$ cat src/rtl/dsss_tx_pkg.sv
package dsss_tx_pkg;

    localparam int RATE_W   = 2;
    localparam int MAX_RATE = (1 << RATE_W) - 1;
    localparam int PH_W     = MAX_RATE + 1;
    localparam int SFD_LEN  = 16;
    localparam logic [SFD_LEN-1:0] SFD_WORD = 16'hF3A0;

    typedef enum logic [2:0] {
        ST_IDLE,
        ST_PRE,
        ST_SFD,
        ST_HDR,
        ST_DATA
    } seq_state_e;

    typedef struct packed {
        logic              int_pre;
        logic              rise_edge;
        logic [RATE_W-1:0] rate;
    } tx_mode_t;

    function automatic logic [PH_W-1:0] half_len(input logic [RATE_W-1:0] r);
        return PH_W'(1) << r;
    endfunction

    function automatic logic [PH_W-1:0] last_phase(input logic [RATE_W-1:0] r);
        return half_len(r) + half_len(r) - PH_W'(1);
    endfunction

endpackage

$ cat src/rtl/tx_bit_timer.sv
module tx_bit_timer
    import dsss_tx_pkg::*;
(
    input  logic              clk,
    input  logic              rst,
    input  logic              run,
    input  logic [RATE_W-1:0] rate,
    output logic              at_mid_m1,
    output logic              at_last,
    output logic              clk_hi
);

    logic [PH_W-1:0] ph_q;
    logic [PH_W-1:0] half;
    logic [PH_W-1:0] last;

    always_comb begin
        half      = half_len(rate);
        last      = last_phase(rate);
        at_mid_m1 = (ph_q == half - PH_W'(1));
        at_last   = (ph_q == last);
        clk_hi    = (ph_q < half);
    end

    always_ff @(posedge clk) begin
        if (rst || !run) begin
            ph_q <= '0;
        end else if (at_last) begin
            ph_q <= '0;
        end else begin
            ph_q <= ph_q + PH_W'(1);
        end
    end

endmodule

$ cat src/rtl/tx_frame_gen.sv
module tx_frame_gen
    import dsss_tx_pkg::*;
#(
    parameter int PRE_LEN = 128,
    parameter int HDR_W   = 32,
    parameter int CNT_W   = 7
) (
    input  seq_state_e        state,
    input  logic [CNT_W-1:0]  idx,
    input  logic [HDR_W-1:0]  hdr,
    output logic              gen_bit,
    output logic              seg_last,
    output seq_state_e        seg_next
);

    logic [HDR_W-1:0]   hdr_sh;
    logic [SFD_LEN-1:0] sfd_sh;

    always_comb begin
        hdr_sh   = hdr >> idx;
        sfd_sh   = SFD_WORD >> idx;
        gen_bit  = 1'b0;
        seg_last = 1'b0;
        seg_next = ST_IDLE;
        unique case (state)
            ST_PRE: begin
                gen_bit  = 1'b1;
                seg_last = (idx == CNT_W'(PRE_LEN - 1));
                seg_next = ST_SFD;
            end
            ST_SFD: begin
                gen_bit  = sfd_sh[0];
                seg_last = (idx == CNT_W'(SFD_LEN - 1));
                seg_next = ST_HDR;
            end
            ST_HDR: begin
                gen_bit  = hdr_sh[0];
                seg_last = (idx == CNT_W'(HDR_W - 1));
                seg_next = ST_DATA;
            end
            default: begin
                gen_bit  = 1'b0;
                seg_last = 1'b0;
                seg_next = ST_IDLE;
            end
        endcase
    end

endmodule

$ cat src/rtl/dsss_tx_seq.sv
module dsss_tx_seq
    import dsss_tx_pkg::*;
#(
    parameter int PRE_LEN = 128,
    parameter int HDR_W   = 32
) (
    input  logic              clk,
    input  logic              rst,
    input  logic              tx_en,
    input  logic              tx_din,
    input  logic              cfg_int_pre,
    input  logic              cfg_rise_edge,
    input  logic [RATE_W-1:0] cfg_rate,
    input  logic [HDR_W-1:0]  cfg_hdr,
    output logic              tx_clk,
    output logic              tx_rdy,
    output logic              bit_out,
    output logic              bit_vld
);

    localparam int SEG_A   = (PRE_LEN > HDR_W) ? PRE_LEN : HDR_W;
    localparam int SEG_MAX = (SEG_A > SFD_LEN) ? SEG_A : SFD_LEN;
    localparam int CNT_W   = $clog2(SEG_MAX);

    seq_state_e       state_q;
    seq_state_e       seg_next;
    tx_mode_t         mode_q;
    logic [HDR_W-1:0] hdr_q;
    logic [CNT_W-1:0] idx_q;
    logic             en_q;
    logic             at_mid_m1;
    logic             at_last;
    logic             clk_hi;
    logic             gen_bit;
    logic             seg_last;
    logic             data_take;
    logic             active;

    assign active = (state_q != ST_IDLE);

    tx_bit_timer u_timer (
        .clk       (clk),
        .rst       (rst),
        .run       (active),
        .rate      (mode_q.rate),
        .at_mid_m1 (at_mid_m1),
        .at_last   (at_last),
        .clk_hi    (clk_hi)
    );

    tx_frame_gen #(
        .PRE_LEN (PRE_LEN),
        .HDR_W   (HDR_W),
        .CNT_W   (CNT_W)
    ) u_gen (
        .state    (state_q),
        .idx      (idx_q),
        .hdr      (hdr_q),
        .gen_bit  (gen_bit),
        .seg_last (seg_last),
        .seg_next (seg_next)
    );

    assign data_take = mode_q.rise_edge ? at_last : at_mid_m1;

    always_ff @(posedge clk) begin
        if (rst) begin
            state_q <= ST_IDLE;
            mode_q  <= '0;
            hdr_q   <= '0;
            idx_q   <= '0;
            en_q    <= 1'b0;
            bit_out <= 1'b0;
            bit_vld <= 1'b0;
        end else begin
            en_q    <= tx_en;
            bit_vld <= 1'b0;
            if (!tx_en) begin
                state_q <= ST_IDLE;
                idx_q   <= '0;
            end else begin
                unique case (state_q)
                    ST_IDLE: begin
                        if (!en_q) begin
                            mode_q.int_pre   <= cfg_int_pre;
                            mode_q.rise_edge <= cfg_rise_edge;
                            mode_q.rate      <= cfg_rate;
                            hdr_q            <= cfg_hdr;
                            idx_q            <= '0;
                            state_q          <= cfg_int_pre ? ST_PRE : ST_DATA;
                        end
                    end
                    ST_PRE, ST_SFD, ST_HDR: begin
                        if (at_mid_m1) begin
                            bit_vld <= 1'b1;
                            bit_out <= gen_bit;
                        end
                        if (at_last) begin
                            if (seg_last) begin
                                idx_q   <= '0;
                                state_q <= seg_next;
                            end else begin
                                idx_q <= idx_q + CNT_W'(1);
                            end
                        end
                    end
                    ST_DATA: begin
                        if (data_take) begin
                            bit_vld <= 1'b1;
                            bit_out <= tx_din;
                        end
                    end
                    default: state_q <= ST_IDLE;
                endcase
            end
        end
    end

    assign tx_clk = (state_q == ST_DATA) && clk_hi;
    assign tx_rdy = (state_q == ST_DATA) && mode_q.int_pre;

endmodule

$ cat config.mk
export PLATFORM = sky130hd
export DESIGN_NAME = dsss_tx_seq
export DESIGN_NICKNAME = d
export VERILOG_FILES = /design/src/rtl/dsss_tx_pkg.sv /design/src/rtl/tx_bit_timer.sv /design/src/rtl/tx_frame_gen.sv /design/src/rtl/dsss_tx_seq.sv
export SDC_FILE = /design/constraint.sdc
export NUM_CORES = 1
export LEC_CHECK = 0
export ABC_AREA = 1
export BUFFER_PORTS_ARGS = -buffer_cell sky130_fd_sc_hd__buf_2
export CAP_MARGIN = 40
export CORE_MARGIN = 8
export CORE_UTILIZATION = 45
export CTS_BUF_LIST = sky130_fd_sc_hd__clkbuf_2 sky130_fd_sc_hd__clkbuf_4 sky130_fd_sc_hd__clkbuf_8
export DETAILED_ROUTE_END_ITERATION = 7
export PLACE_DENSITY = 0.7
export RECOVER_POWER = 100
export SETUP_SLACK_MARGIN = 0.3
export SKIP_LAST_GASP = 1
export SYNTH_ARGS = -nofsm -noshare
export SYNTH_HDL_FRONTEND = slang
export SYNTH_SLANG_ARGS = --single-unit
$ cat constraint.sdc
create_clock -name clk -period 1.9 [get_ports clk]
set_clock_uncertainty 0.05 [all_clocks]
set_input_delay 0.19 -clock clk [delete_from_list [all_inputs] [get_ports clk]]
set_output_delay 0.19 -clock clk [all_outputs]
set_load 0.005 [all_outputs]
# [Word level (Yosys, flattened, before mapping)]
# Cells that the tools add are included.
[word_totals] regBits=53 out_inout_bits=4 word_cells=70
[classes] n_addsub=5 n_lt_le_gt_ge=1 eq_ne=14 shift=3 n_mux=19 n_bitwise=3 reduce_logical=15
[ops] operator=">> shifter 32 x 7 -> 1 bit" count=1
[ops] operator="2-to-1 mux 7 bit" count=3
[ops] operator="one-hot mux 3 bit (3 select lines)" count=2
[ops] operator=">> shifter 16 x 7 -> 1 bit, first input constant" count=1
[ops] operator="one-hot mux 7 bit (2 select lines)" count=1
[ops] operator="2-to-1 mux 3 bit" count=4
[ops] operator="!= test 2 bit, second input constant" count=5
[ops] operator="== test 4 bit" count=2
[ops] operator="AND reduction 4 bit" count=2
[ops] operator="subtractor 4 x 1 -> 4 bit, second input constant" count=2
[ops] operator="adder 7 x 1 -> 7 bit, second input constant" count=1
[ops] operator="== test 7 x 4 -> 1 bit, second input constant" count=1
[ops] operator="== test 7 x 5 -> 1 bit, second input constant" count=1
[ops] operator="== test 7 bit, second input constant" count=1
[ops] operator="== test 3 x 2 -> 1 bit, second input constant" count=2
[ops] operator="one-hot mux 1 bit (3 select lines)" count=2
[ops] operator="AND reduction 3 bit" count=2
[ops] operator="2-to-1 mux 1 bit" count=5
[ops] operator="adder 4 x 1 -> 4 bit, second input constant" count=1
[ops] operator="adder 4 bit" count=1
[ops] operator="less-than comparator 4 bit" count=1
[ops] operator="one-hot mux 1 bit (2 select lines)" count=2
[ops] operator="nonzero test 2 bit" count=2
[ops] operator="OR reduction 2 bit" count=2
[ops] operator="other kinds (10)" count=13

# [Logic depth before layout (Yosys ltp)]
# Gate-level depths: netlist of the first run.
[depth] word_depth=7 depth_mapped=14 depth_no_buf=14

# [Cells and area by module]
# A second synthesis of the first run with hierarchy kept.
[hier_totals] hier_cells=429 area_unflattened_um2=2947.8
[modules_own_cells] mod="dsss_tx_seq" instances=1 cells_each=278 area_each_um2=2062.0
[modules_own_cells] mod="tx_frame_gen" instances=1 cells_each=100 area_each_um2=516.7
[modules_own_cells] mod="tx_bit_timer" instances=1 cells_each=51 area_each_um2=369.1

# [Worst setup path after synthesis of the first run]
# No wires, ideal clock.
[synth_timing] kind="flip-flop to output port" from="register, netlist name mode_q[1]" to="output port tx_clk" arrival_time_ps=1354 t_required_ps=1660 slack_ps=306 stages_incl_launch_ff=8 path_cell_list="dfxtp_1 -> inv_2 -> nand2_1 -> ha_1 -> inv_1 -> nor2_1 -> o211a_1 -> a2111oi_0"
[synth_via] elab_chain_len=3
[synth_rtl] item="left shift 1 x 2 -> 4 bit" line="dsss_tx_pkg.sv:24" text="return PH_W'(1) << r;"
[synth_rtl] item="less-than comparator 4 bit" line="tx_bit_timer.sv:22" text="clk_hi = (ph_q < half);"
[synth_rtl] item="logical AND 1 bit" line="dsss_tx_seq.sv:119" text="assign tx_clk = (state_q == ST_DATA) && clk_hi;"
[synth_rtl] item="to (decl)" line="dsss_tx_seq.sv:15" text="output logic tx_clk,"
# Every way passes these cells.

# [Worst setup path in the final report of the first run]
[layout_timing] from="register, netlist name mode_q[1]" to="output port tx_clk"
[layout_via] elab_chain_len=3
[layout_rtl] item="left shift 1 x 2 -> 4 bit" line="dsss_tx_pkg.sv:24"
[layout_rtl] item="less-than comparator 4 bit" line="tx_bit_timer.sv:22"
[layout_rtl] item="logical AND 1 bit" line="dsss_tx_seq.sv:119"
# Every way passes these cells.

==> impl_results.md, run 1 <==
- Via count: 2670
- Syn Nets: between 400 and 500
- Combinational group share of total power: 0.522
- Largest net degree at the start of global routing: 44
- I/O pin total: 44
- Residual DRC: 0
- Ranking of synthesized cells by area: dfxtp_1 (40%), nor2_1 (9.9%), nand2_1 (9.7%)
- GPL Wtd Cong: between 0.8 and 0.9
- Via/cell ratio: slightly above 5
- Outcome: finished with violations
- Max Root-Sink Buffers: 2
- Critical setup path kind: reg2out
- Cell taking the most area after synthesis: dfxtp_1
- Seq/Total Area, Yosys: 0.402
- Ant diodes: 0
- Clock latency on the worst-skew pair: 0.31 ns
- GRT Total Usage: 0.155
- Leakage: ~1.5 nW
- Net Sw Power: a little over 2 mW
- Placed Area: 2940 um2
- Worst setup margin: -0.0745 ns
- Mapped Cells: between 300 and 400
- Min Tclk post-route: 1.97 ns
- Crit Path Max Fanout: 4
- CTS tree: yes
- RSZ-0062 raised after global routing: true
- Fin crit share: 1.04
- P_int: about 2.7 mW
- Root buf cell: clkbuf_8
- Die area: about 8600 um2
- Die Y: 92.6 um
- Global route total overflow: 0
- H-tree depth: 2
- Synth cell types: 30
- Core ar.: a little under 6000 um2
- Slew headroom: 0.776
- F_max: about 500 MHz
- Antenna-violating nets left: 0
- Post-synth EDFFs: 0
- Critical Path AT: 1.73 ns
- Crit. End Element: output pin
- Die width: a little over 90 um
- DRT iter0 DRCs: 141
- Nets@finish: approximately 500
- Post-route design area: around 3400 um2
- Site row count: 28
- DPL Wire Length: ~4500 um
- Router iterations before antenna repair: 5
- Mean Syn Cell Area: 6.90 um2
- Max Slew Vio Count: 0
- Cell Area, Synth: about 2600 um2
- Fillers: approximately 570
- Routed len/inst: approximately 14 um
- Nature of the critical path startpoint: flop
- Post-synthesis register bit count: 53
- # setup viols final: 1
- Failing checks: negative setup slack
- Top cell type's share of synthesized area: 0.402
- Pwr Density: 1420 nW/um2
- Worst hold slack: about 0.036 ns
- Sw Share: 0.429
- Power share of the clock group: 0.139
- Layout cell share with drive strength beyond 1: 0.287
- Setup TNS: -0.0745 ns
- Flop pwr share: 0.339
- VDD IR max: around 0.63 mV
- PortBufs: between 40 and 50
- Main synth FF type: dfxtp_1
- Detailed Route WL: 7450 um
- Final-report hold violation count: 0
- Hold/Removal Path Class: in2reg
- Clk sinks: 53
- Initial antenna violation count: 0
- Most common cell in the netlist: nor2_1
- Synth cell count leaders: nor2_1 (70), nand2_1 (68), dfxtp_1 (53)
- Slew of the pin with the lowest slew margin: around 0.34 ns
- Clk pin slew, worst setup/hold paths: 0.09 ns
- Number of global-route vias before repair: 2429
- Synth warn: 0
- FFs w/ async S/R, synth: 0
- Data required time of the critical path: 1.66 ns
- First-pass GRT wire length: 11000 um
- CTS Buf Count: 5
- Layout area overhead: 27.4%
- Slowest stage delay, CP: roughly 0.35 ns
- Setup slack at placement: ~0.18 ns
- Crit-path cells: inv_2, nand2_4, ha_4, inv_1, nor2_1, o211a_1, a2111oi_2, buf_2
- Crit-path slowest cell: dfxtp_2
- Max Cap Violations: 0
- Initial Util: 0.457
==> registers in the layout, summed over array words and instances, names as in the netlist <==
register and flops:
state_q 3, idx_q 7, u_timer.ph_q 4, hdr_q 32
en_q 1, bit_out 1, bit_vld 1, mode_q 4
==> area by class of cell <==
class | instances | area (um2) | share of cell area
multi-input combinational | 273 | 1450 | 0.429
timing repair buffer | 65 | 479 | 0.142
clock buffer | 7 | 83.8 | 0.0249
inverter | 41 | 169 | 0.0502
clock inverter | 1 | 7.51 | 0.00223
tap | 75 | 93.8 | 0.0279
sequential | 53 | 1070 | 0.319
timing repair inverter | 2 | 15.0 | 0.00446
==> worst paths after layout <==
path                                start  slack (ns)       end  cells after the start
worst max-delay path            mode_q[1]       -0.07    tx_clk                      8
worst min-delay path                  rst        0.04   bit_out                      2
worst min register to register   hdr_q[9]        0.41  hdr_q[9]                      2
worst max register to register  mode_q[1]        0.22  idx_q[1]                     11
==> per-stage QoR <==
| step | instances | power [mW] | util |
|---|---|---|---|
| global placement | 493 | 3.40 | 0.508 |
| finish | 517 | 4.79 | 0.582 |
| detailed placement | 493 | 3.44 | 0.508 |
| CTS | 505 | 4.25 | 0.539 |
| floorplan | 383 | 3.03 | - |
| global route | 517 | 5.13 | 0.582 |
==> worst max-delay path, delay by kind of cell (launching register included) <==
kind	cells	cell delay (ns)
AOI/OAI and AO/OA	2	0.46
adders and majority gates	1	0.23
buffers and inverters	3	0.30
and+or+nand+nor	2	0.10
DFF	1	0.35
==> layer usage <==
metal / vias up / global-route usage / wire length (um)
li1: 1348 / - / -
met1: 1215 / 0.192 / 3300
met2: 92 / 0.261 / 3530
met3: 15 / 0.0413 / 464
met4: 0 / 0.0403 / 158
met5: - / 0 / 0
==> power by group through the flow <==
stage,Sequential (mW),Clock (mW),Combinational (mW)
2_1_floorplan,1.56,0,1.47
3_3_place_gp,1.60,0,1.80
3_5_place_dp,1.61,0,1.84
4_1_cts,1.62,0.674,1.95
5_1_grt,1.65,0.724,2.75
6_report,1.62,0.663,2.50
==> placed cells by master, fill, tap and decap left out, drive strengths merged, types with 4 or more instances in the layout <==
cell type	n
clkinvlp	5
nand3	31
nand2	72
clkbuf	11
o21ai	45
ha	6
nand4	4
dfxtp	53
nor2	77
inv	38
buf	61
a21oi	26
==> logic make-up (layout without fill, tap and decap cells) <==
family | Yosys count | count (layout) | share of synthesized area
buffers and inverters | 57 | 116 | 0.0904
AOI/OAI and AO/OA | 77 | 77 | 0.161
xor gates and xnor gates | 4 | 4 | 0.0133
and+or+nand+nor | 186 | 186 | 0.306
DFF | 53 | 53 | 0.402
adders and majority gates | 6 | 6 | 0.0284
==> repair_timing <==
action | in CTS | in global routing
pin swaps | 4 | 3
hold buffers | 0 | 0
resized for setup | 19 | 42
cloned | 2 | 7
setup endpoints to repair | 10 | 44
setup buffers | 2 | 5
Power figures use the tool's default switching activity.
==> run 2, diff against run 1 <==
ABC_AREA = default   (was 1)
CORE_ASPECT_RATIO = 0.7   (was default)
==> impl_results.md, run 2 <==
- Outcome: finished with violations
- Synth cell count leaders: nand2_1 (86), dfxtp_1 (53), a21oi_1 (42)
- Critical setup path kind: reg2reg
- Largest Register: hdr_q
- Reg2Reg Capture Point: idx_q[6]
- Crit. End Element: flop
- Setup slack at placement: -0.0529 ns
- Router iterations before antenna repair: 4
- Most common cell in the netlist: nand2_1
- Initial antenna violation count: 0
- GPL Wtd Cong: around 0.84
- Crit path from: mode_q[1]
- Mean Syn Cell Area: between 7 and 8 um2
- Hold Path Origin: cfg_hdr[21]
- CTS Buf Count: 5
- Clock latency on the worst-skew pair: ~0.31 ns
- Failing checks: negative setup slack
- Clk sinks: 53
- RSZ-0062 raised after global routing: true
- Via count: ~2700
- Die Y: 81.2 um
- Final Non-Filler Cells: 495
- VDD IR max: between 0.4 and 0.5 mV
- FFs w/ async S/R, synth: 0
- Initial Util: 0.472
- Layout cell share with drive strength beyond 1: 0.319
- Cell taking the most area after synthesis: dfxtp_1
- Main synth FF type: dfxtp_1
- Data required time of the critical path: 2.07 ns
- Finished Core Util: 0.621
- Synth cell types: 54
- DPL Wire Length: ~5300 um
- Pwr Density: approximately 660 nW/um2
- Max FFs per register: 32
- Crit Path Max Fanout: 5
- First-pass GRT wire length: 12400 um
- GRT Total Usage: 0.175
- Max Root-Sink Buffers: 2
- Fin crit share: 1.05
- Placed insts: 477
- Antenna-violating nets left: 0
- CTS tree: yes
- F_max: ~500 MHz
- Global route total overflow: 0
- Slew headroom: 0.712
- Die area: 8860 um2
- Largest registers: hdr_q (32), idx_q (7)
- Min Tclk post-route: about 2.0 ns
- Hold/Removal Path Class: in2reg
- Max Cap Violations: 0
- H-tree depth: 2
- Ranking of synthesized cells by area: dfxtp_1 (39%), nand2_1 (12%), a21oi_1 (7.7%)
- Layout area overhead: 31.4%
- Routed len/inst: about 16 um
- Post-synthesis register bit count: 53
- Final-report hold violation count: 0
- Mapped Cells: ~350
- Worst R2R Path Depth: 8
- PortBufs: 43
- Via/cell ratio: between 5 and 6
- Worst setup margin: -0.0922 ns
- Seq/Total Area, Yosys: 0.388
- Clk pin slew, worst setup/hold paths: between 0.1 and 0.15 ns
- Nets@finish: 465
- R2R Path Start: mode_q[1]
- # setup viols final: 11
- Root buf cell: clkbuf_8
- Leakage: between 1 and 1.5 nW
- Most frequent cells in the layout: nand2_1 (84), dfxtp_1 (46), a21oi_1 (42)
- Die width: approximately 110 um
- Ant diodes: 0
- Slew of the pin with the lowest slew margin: about 0.43 ns
- Worst R2R Setup Slack: -0.09 ns
- Syn Nets: around 400
- Detailed Route WL: 7710 um
- Cell Area, Synth: about 2700 um2
- Critical path endpoint: idx_q[6]
- Critical Path AT: around 2.2 ns
- Largest net degree at the start of global routing: 36
- Post-synth EDFFs: 0
- Core ar.: 5780 um2
- Number of global-route vias before repair: 2528
- Synth warn: 0
- Top cell type's share of synthesized area: 0.388
- Nature of the critical path startpoint: flop
- DRT iter0 DRCs: between 100 and 150
- Hold-fix buffers at CTS: 0
- Commonest non-fill, non-tap cell in the layout: nand2_1
- Max Slew Vio Count: 0
- Site row count: 23
- Residual DRC: 0
- I/O pin total: 44
[run 2: repair_timing]
item                       CTS  global route
setup endpoints to repair   52            53
pin swaps                   16            10
gates cloned                 2             1
buffers inserted             7             0
gates resized for setup     31            11
[run 2: worst min-delay path by stage]
| stage | end | slack, ns | cells past startpoint |
|---|---|---|---|
| floorplan | hdr_q[16] | 0.28 | 2 |
| global placement | hdr_q[5] | 0.38 | 3 |
| detailed placement | hdr_q[6] | 0.38 | 3 |
| CTS | hdr_q[21] | 0.05 | 3 |
| global route | hdr_q[25] | 0.05 | 3 |
| finish | hdr_q[21] | 0.05 | 3 |
[run 2: critical path, stage by stage, from the launching register on]
cell and delay, ns:
dfxtp_4 0.36, buf_4 0.12, nor4bb_1 0.32, o31a_1 0.21, o211ai_1 0.09, buf_4 0.17, a21oi_4 0.21, o21ai_1 0.12
a31o_2 0.25
[run 2: report_power, final]
group	switching (mW)	internal [mW]	total, mW
clock network	0.418	0.405	0.823
registers	0.0324	1.16	1.19
logic	0.198	0.166	0.364
[run 2: cell families after synthesis]
kind of cell	count (synthesis)	share of synthesized area
AO/OA/AOI/OAI	84	0.194
adder cells (fa/ha/maj)	6	0.0275
buffers and inverters	36	0.0577
AND/OR/NAND/NOR	154	0.266
XOR/XNOR	4	0.0128
multiplexers	12	0.0531
flip-flops	53	0.388
[run 2: per-stage QoR]
stage	hold slack, ns	cell area (um2)	TNS, ns	total power, mW
CTS	0.0510	3600	-0.164	2.39
finish	0.0513	3590	-0.462	2.38
global placement	0.381	3270	-0.0150	1.54
floorplan	0.276	2830	0	1.42
global route	0.0497	3590	-2.95	2.49
detailed placement	0.384	3270	-0.128	1.55
[run 2: area by class of cell]
class | instances | area [um2]
clock buffer | 5 | 68.8
inverter | 8 | 30.0
timing repair buffer | 90 | 583
sequential | 53 | 1080
clock inverter | 3 | 50.0
tap | 75 | 93.8
fill | 503 | 2190
multi-input combinational | 261 | 1690
[run 2: layer usage]
layer | part of all wire | GRT usage
met1 | 0.49 | 0.246
met5 | 0 | 0
met3 | 0.054 | 0.0372
met4 | 0.0096 | 0.0313
met2 | 0.44 | 0.271
==> run 3, diff against run 2 <==
PLACE_DENSITY = 0.73   (was 0.7)
==> impl_results.md, run 3 (same netlist as run 2, synthesis figures left out) <==
- Max Cap Violations: 0
- Die width: 109 um
- Setup slack at placement: -0.143 ns
- Hold/Removal Path Class: in2reg
- Residual DRC: 0
- Most frequent cells in the layout: nand2_1 (75), dfxtp_1 (45), buf_2 (40)
- Placed Area: approximately 3300 um2
- Root buf cell: clkbuf_8
- GPL Wtd Cong: between 0.8 and 0.9
- PortBufs: 43
- Number of global-route vias before repair: ~2500
- Slew headroom: 0.638
- F_max: roughly 500 MHz
- Clk pin slew, worst setup/hold paths: 0.10 ns
- Worst R2R Path Depth: 7
- Worst R2R Setup Slack: -0.06 ns
- Finished Core Util: 0.660
- Crit path from: mode_q[1]
- Die Y: 81.2 um
- Antenna-violating nets left: 0
- Post-route design area: roughly 3800 um2
- Layout cell share with drive strength beyond 1: 0.403
- H-tree depth: 2
- Global route total overflow: 0
- VDD IR max: 0.566 mV
- Hold path depth: 3
- GRT Total Usage: 0.171
- DRT iter0 DRCs: 215
- Largest registers: hdr_q (32), idx_q (7)
- Largest net degree at the start of global routing: 40
- Max Root-Sink Buffers: 2
- R2R Path Start: mode_q[1]
- Initial Util: 0.472
- CTS tree: yes
- Clock latency on the worst-skew pair: 0.30 ns
- Setup TNS: -0.222 ns
- RSZ-0062 raised after global routing: true
- I/O pin total: 44
- Critical Path AT: around 1.8 ns
- Ant diodes: 0
- Largest Register: hdr_q
- Hold EP: hdr_q[5]
- DPL Wire Length: between 5000 and 6000 um
- Worst hold slack: 0.0586 ns
- Max FFs per register: 32
- Min Tclk post-route: 1.99 ns
- Via count: ~2700
- CTS Buf Count: 5
- Placed insts: between 400 and 500
- # setup viols final: 5
- Final-report hold violation count: 0
- Clk sinks: 53
- Via/cell ratio: around 5.5
- Core ar.: slightly below 6000 um2
- Nets@finish: around 470
- Nature of the critical path startpoint: flop
- Final Non-Filler Cells: 497
- Router iterations before antenna repair: 4
- Worst setup margin: -0.0924 ns
- Detailed Route WL: just over 8000 um
- First-pass GRT wire length: around 12000 um
- Pwr Density: approximately 620 nW/um2
- Outcome: finished with violations
- Initial antenna violation count: 0
- Data required time of the critical path: around 1.7 ns
- Sequential cell area: ~1100 um2
- Slew of the pin with the lowest slew margin: roughly 0.54 ns
- Fin crit share: 1.05
- Routed len/inst: between 15 and 20 um
- Fillers: about 480
- Footprint of the multi-input gates: approximately 1800 um2
- Site row count: 23
- Reg2Reg Capture Point: state_q[0]
- Crit. End Element: output pin
- Pwr Total: approximately 2.3 mW
- Hold Path Origin: cfg_hdr[5]
- Max Slew Vio Count: 0
- Die area: ~9000 um2
- Leakage: around 1.5 nW
- Layout area overhead: 39.8%
- Commonest non-fill, non-tap cell in the layout: nand2_1
- Crit Path Max Fanout: 6
- Critical setup path kind: reg2out
- Failing checks: negative setup slack
## run 3: repair_timing
item | in CTS | in global routing
resized for setup | 28 | 55
endpoints found under the setup margin | 52 | 52
pin swaps | 16 | 27
hold buffers | 0 | 0
setup buffers | 4 | 6
cloned | 0 | 4
## run 3: layer usage
metal | GRT usage | wire length, um
met5 | 0 | 0
met4 | 0.0259 | 38
met3 | 0.0395 | 705
met2 | 0.255 | 3730
met1 | 0.247 | 3790
## run 3: worst max path at each step
stage,to,slack [ns],depth (start not counted)
CTS,tx_clk,-0.12,8
detailed placement,idx_q[3],-0.14,6
global route,bit_out,-0.16,7
floorplan,idx_q[6],0.07,7
finish,tx_clk,-0.09,8
global placement,state_q[0],-0.04,7
## run 3: critical path, stage by stage, from the launching register on
cell and delay [ns]:
dfxtp_4 0.37, buf_6 0.12, nand2b_4 0.14, ha_4 0.23
nor2b_4 0.12, o21ai_1 0.12, nand2b_1 0.08, a211oi_2 0.16
buf_2 0.14
## run 3: where the power goes
part	internal (mW)	switching, mW	leakage, nW
registers	1.16	0.0349	0.438
clock network	0.304	0.391	0.0518
logic	0.224	0.238	1.02
## run 3: final cells by class
class | count | area share
multi-input cells | 260 | 0.476
flip-flops and latches | 53 | 0.284
repair buffers | 93 | 0.181
well taps | 75 | 0.0246
clock buffers | 6 | 0.0216
inverters | 8 | 0.00786
clock inverters | 2 | 0.00459
